<file path="src/rtl/cis_tuple_walker.sv">
module cis_tuple_walker #(
  parameter int ADDR_W     = 14,
  parameter int POS_SPAN   = 8192,
  parameter int MAX_TUPLES = 1000
) (
  input  logic              clk,
  input  logic              rst_n,
  input  logic              start,
  input  logic [7:0]        code,
  input  logic [7:0]        max_len,
  output logic              busy,
  output logic              mem_req,
  output logic              mem_attr,
  output logic [ADDR_W-1:0] mem_addr,
  input  logic              mem_valid,
  input  logic [7:0]        mem_rdata,
  output logic              body_valid,
  output logic [7:0]        body_byte,
  output logic              done,
  output logic              found,
  output logic [7:0]        count
);
  localparam int POS_W = $clog2(POS_SPAN) + 1;
  localparam int TUP_W = $clog2(MAX_TUPLES + 1);

  typedef enum logic [1:0] {ST_IDLE, ST_TYPE, ST_LINK, ST_BODY} state_t;

  state_t            state;
  logic              attr_q, pend;
  logic [POS_W-1:0]  pos_q;
  logic [TUP_W-1:0]  ntup_q;
  logic [7:0]        code_q, max_q, type_q, left_q, cnt_q;
  logic              done_q, found_q, bvalid_q;
  logic [7:0]        count_q, bbyte_q;

  logic at_end, tup_full, want, take, give_up, body_end, miss, is_end_byte;
  logic [7:0] link_min;

  assign at_end      = pos_q >= POS_W'(POS_SPAN);
  assign tup_full    = ntup_q == TUP_W'(MAX_TUPLES);
  assign is_end_byte = mem_rdata == 8'hFF;
  assign want        = ((state == ST_TYPE) && !at_end && !tup_full) ||
                       (((state == ST_LINK) || (state == ST_BODY)) && !at_end);
  assign take        = pend && mem_valid;
  assign give_up     = !pend && (((state == ST_TYPE) && (at_end || tup_full)) ||
                                 ((state == ST_LINK) && at_end));
  assign body_end    = !pend && (state == ST_BODY) && at_end;
  assign miss        = give_up ||
                       (take && ((state == ST_TYPE) || (state == ST_LINK)) && is_end_byte);
  assign link_min    = (mem_rdata < max_q) ? mem_rdata : max_q;

  assign busy       = state != ST_IDLE;
  assign mem_req    = want && !pend;
  assign mem_attr   = attr_q;
  assign mem_addr   = attr_q ? ADDR_W'({pos_q, 1'b0}) : ADDR_W'(pos_q);
  assign body_valid = bvalid_q;
  assign body_byte  = bbyte_q;
  assign done       = done_q;
  assign found      = found_q;
  assign count      = count_q;

  always_ff @(posedge clk or negedge rst_n) begin
    if (!rst_n) begin
      state    <= ST_IDLE;
      attr_q   <= 1'b1;
      pend     <= 1'b0;
      pos_q    <= '0;
      ntup_q   <= '0;
      code_q   <= '0;
      max_q    <= '0;
      type_q   <= '0;
      left_q   <= '0;
      cnt_q    <= '0;
      done_q   <= 1'b0;
      found_q  <= 1'b0;
      count_q  <= '0;
      bvalid_q <= 1'b0;
      bbyte_q  <= '0;
    end else begin
      done_q   <= 1'b0;
      bvalid_q <= 1'b0;
      if (state == ST_IDLE) begin
        if (start) begin
          code_q <= code;
          max_q  <= max_len;
          attr_q <= 1'b1;
          pos_q  <= '0;
          ntup_q <= '0;
          cnt_q  <= '0;
          state  <= ST_TYPE;
        end
      end else begin
        if (mem_req) begin
          pend  <= 1'b1;
          pos_q <= pos_q + 1'b1;
        end
        if (take) pend <= 1'b0;
        if (miss) begin
          if (attr_q) begin
            attr_q <= 1'b0;
            pos_q  <= '0;
            ntup_q <= '0;
            state  <= ST_TYPE;
          end else begin
            done_q  <= 1'b1;
            found_q <= 1'b0;
            count_q <= '0;
            state   <= ST_IDLE;
          end
        end else if (take) begin
          case (state)
            ST_TYPE: begin
              type_q <= mem_rdata;
              state  <= ST_LINK;
            end
            ST_LINK: begin
              if (type_q == code_q) begin
                left_q <= link_min;
                if (link_min == 8'd0) begin
                  done_q  <= 1'b1;
                  found_q <= 1'b1;
                  count_q <= '0;
                  state   <= ST_IDLE;
                end else begin
                  state <= ST_BODY;
                end
              end else begin
                pos_q  <= pos_q + POS_W'(mem_rdata);
                ntup_q <= ntup_q + 1'b1;
                state  <= ST_TYPE;
              end
            end
            ST_BODY: begin
              bvalid_q <= 1'b1;
              bbyte_q  <= mem_rdata;
              cnt_q    <= cnt_q + 1'b1;
              left_q   <= left_q - 1'b1;
              if (left_q == 8'd1) begin
                done_q  <= 1'b1;
                found_q <= 1'b1;
                count_q <= cnt_q + 1'b1;
                state   <= ST_IDLE;
              end
            end
            default: state <= ST_IDLE;
          endcase
        end else if (body_end) begin
          done_q  <= 1'b1;
          found_q <= 1'b1;
          count_q <= cnt_q;
          state   <= ST_IDLE;
        end
      end
    end
  end
endmodule

</file>
<file path="config.mk">
export PLATFORM = sky130hd
export DESIGN_NAME = cis_tuple_walker
export DESIGN_NICKNAME = d
export VERILOG_FILES = /design/src/rtl/cis_tuple_walker.sv
export SDC_FILE = /design/constraint.sdc
export NUM_CORES = 1
export LEC_CHECK = 0
export BUFFER_PORTS_ARGS = -buffer_cell sky130_fd_sc_hd__buf_2
export CAP_MARGIN = 20
export CELL_PAD_IN_SITES_DETAIL_PLACEMENT = 1
export CELL_PAD_IN_SITES_GLOBAL_PLACEMENT = 1
export CORE_MARGIN = 2
export CORE_UTILIZATION = 49
export DETAILED_ROUTE_END_ITERATION = 8
export HOLD_SLACK_MARGIN = 0.12
export PLACE_DENSITY_LB_ADDON = 0.12
export SETUP_SLACK_MARGIN = 0.15
export SLEW_MARGIN = 20
export SYNTH_ARGS = -nofsm -noshare
export SYNTH_HDL_FRONTEND = slang
export SYNTH_SLANG_ARGS = --single-unit
export TNS_END_PERCENT = 1
</file>
<file path="constraint.sdc">
create_clock -name clk -period 4.26 [get_ports clk]
set_clock_uncertainty 0.2 [all_clocks]
set_input_delay 1.065 -clock clk [delete_from_list [all_inputs] [get_ports clk]]
set_output_delay 1.065 -clock clk [all_outputs]
set_load 0.01 [all_outputs]
</file>
==> out/results.ini <==
[setup_path]
crit_arrival_ns = 2.26
reg2reg_depth = 9
critPathLaunch = ntup_q[0]$_DFFE_PN0P_
crit_path_end_kind = output port
path_class = flip-flop to output port
rr_startpoint = state[0]$_DFFE_PN0P_
critPathRequiredTime_ns = 2.99
worstPathMaxFanout = 8
crit_path_start_kind = flip-flop

[floorplanning]
die_w_um = 109
die_y_um = 109
start_util = 0.502
coreArea_um2 = 10800
io_pins = 64
rows = 38
die_area_um2 = 12000

[global_route]
grt_usage = 0.277
grt_remaining_overflow = 0
grt_pass1_wl_um = 25300
grt_max_degree = 88
grt_pass1_vias = 4888
use_met1 = 0.360
use_met3 = 0.0486
grtUsageMet2 = 0.457
top_usage_layer = met2
antenna_found_initial = 1

[drt]
viasPerCell = 6.13
drtAntennaViolNets = 0
wirelength_um = 15700
first_pass_iters = 4
drt_iter0_markers = 269
vias = 4862
route.detailed.drc = 0
routedWlPerCell_um = 19.8

[sta]
fin_ws_ns = 0.734
setup-tns-final_ns = 0
hold_viol_final = 0
clock.fmax_mhz = 284
finalCriticalPeriod_ns = 3.53
whs_ns = 0.309
tightest_slew_ns = 1.02
max_slew_margin = 0.317
grt_setup_unrepaired = no
drv_slew = 0
finalCritPeriodShare = 0.828
setup_viol = 0

[clock_network]
cts_buffers = 9
ctsHoldBuffers = 0
cts_max_path_buffers = 2
ctsResizeCount = 0
path_clk_slew_ns = 0.09
cts_num_sinks = 87
insertion_delay_ns = 0.39
root_buffer = clkbuf_8
htreeDepth = 3
cts_tree = built
cts_setup_buffers = 0

[layout]
final_cells = 793
fillers = 1285
antennaDiodeCount = 0
synthToLayoutAreaGrowth_pct = 13.1
ff_latch_area_um2 = 2180
nets = 704
final_layout_size_suffix_gt1_frac = 0.217
multi_input_area_um2 = 3080
final_util = 0.568

[placement]
placed_cells = 777
pre_cts_slack_ns = 0.545
dp_hpwl_um = 11300
portBuffers = 63
gp_congestion = 0.862

[synthesis]
yosysMostFrequentCell = dfrtp_1
synth_warnings = 0
synth_edf_count = 0
yosys.area.top_type = dfrtp_1
synth_mux_area_frac = 0.0963
syn_inst = 583
avgSynthCellArea_um2 = 9.34
netlist-cell-type-count = 65
synth_seq_cells = 87
yosysTopAreaCellShare = 0.395
synth-main-ff-cell = dfrtp_1
synthTopCellsByArea = dfrtp_1 40%, mux2_2 8.9%, ha_1 6.2%
synth_common_cells = 86 x dfrtp_1, 52 x nand2_1, 43 x mux2_2
syn-num-nets = 639
ys_seq_area_frac = 0.400
synth_top_family_by_area = compound AO/OA/AOI/OAI gates
synth-compound-area-share = 0.192
synthAdderAreaFrac = 0.0657
synth_area_um2 = 5450
synthXorXnorAreaFrac = 0.0370
async_reset_ff_frac = 1.00
yosys.area_share.simple = 0.174

[run]
max_cap_violations = 0

[worst_hold_path]
hold_start = body_byte[2]$_DFFE_PN0P_
hp-class = flip-flop to flip-flop
holdPathStages = 1

[power]
p_leak_nw = 2.78
power.density_nw_per_um2 = 558
vdd_drop_max_uv = 301

[run_status]
outcome = complete, no violations

==> cell type report <==
type / instances / share of cell area
clock buffers: 14 / 0.0280
clock inverters: 2 / 0.00610
inverters: 30 / 0.0183
multi-input cells: 447 / 0.500
flip-flops and latches: 87 / 0.354
well taps: 140 / 0.0284
repair buffers: 73 / 0.0658
==> through the flow <==
| stage | total power [mW] | cell area (µm²) |
|---|---|---|
| after global routing | 3.66 | 6160 |
| final | 3.44 | 6160 |
| after floorplan | 2.28 | 5450 |
| after detailed placement | 2.79 | 5950 |
| after CTS | 3.43 | 6160 |
| after global placement | 2.72 | 5950 |
==> logic make-up (layout without fill, tap and decap cells) <==
| family | after synthesis | count (layout) |
|---|---|---|
| compound gates | 157 | 157 |
| xor+xnor | 23 | 23 |
| fa+ha+maj | 28 | 28 |
| buf+inv | 49 | 119 |
| flops | 87 | 87 |
| mux | 47 | 47 |
| simple gates | 192 | 192 |
==> cell usage in the layout, fill, tap and decap left out, types with 4 or more instances in the layout <==
| cell | synthesis | routed |
|---|---|---|
| buf_4 | 1 | 10 |
| buf_2 | 2 | 62 |
| o21ai_0 | 41 | 41 |
| clkbuf_8 | 0 | 12 |
| mux2i_1 | 4 | 4 |
| nor3b_1 | 4 | 4 |
| and3_1 | 12 | 12 |
| o22ai_1 | 18 | 18 |
| nor2_1 | 35 | 35 |
| nand4_1 | 7 | 7 |
| a21o_1 | 5 | 5 |
| a31oi_1 | 6 | 6 |
| nand2_1 | 52 | 52 |
| xor2_1 | 8 | 8 |
| nand3_1 | 30 | 30 |
| a22oi_1 | 4 | 4 |
| nor4_1 | 8 | 8 |
| xnor2_1 | 15 | 15 |
| dfrtp_1 | 86 | 86 |
| nand2b_1 | 8 | 8 |
| a21oi_1 | 32 | 32 |
| o31ai_1 | 7 | 7 |
| ha_1 | 27 | 27 |
| inv_1 | 27 | 27 |
| a211oi_1 | 4 | 4 |
| mux2_2 | 43 | 43 |
| nor3_1 | 20 | 20 |
==> flip-flops by register name (all words and copies together) (netlist names) <==
register	flops
state	2
type_q	8
pend	1
body_byte	8
body_valid	1
found	1
max_q	8
count	8
left_q	8
mem_attr	1
ntup_q	10
done	1
cnt_q	8
pos_q	14
code_q	8
==> power breakdown <==
| part | switching [mW] | internal [mW] |
|---|---|---|
| combinational | 0.904 | 0.624 |
| sequential | 0.233 | 1.04 |
| clock | 0.309 | 0.320 |
==> metal layers <==
metal,wire (µm),part of all wire
met1,7180,0.46
met2,7610,0.48
met3,561,0.036
met4,371,0.024
met5,12,0.00076
==> worst max-delay path, cell delays in order (launching register included) <==
cell      delay (ns)
dfrtp_1         0.42
inv_1           0.07
ha_1            0.17
nand3b_1        0.12
o41ai_1         0.60
a211oi_2        0.15
buf_4           0.20
buf_2           0.14
==> worst paths after layout <==
| path | end | slack (ns) |
|---|---|---|
| max in group asynchronous | left_q[1]$_DFFE_PN0P_ | 2.99 |
| max | mem_req | 0.73 |
| min | body_byte[2]$_DFFE_PN0P_ | 0.31 |
| min reg2reg | body_byte[2]$_DFFE_PN0P_ | 0.31 |
| min in group asynchronous | pos_q[11]$_DFFE_PN0P_ | 0.49 |
| max reg2reg | left_q[2]$_DFFE_PN0P_ | 0.86 |
Note: power is estimated with default switching activity, not from simulation.
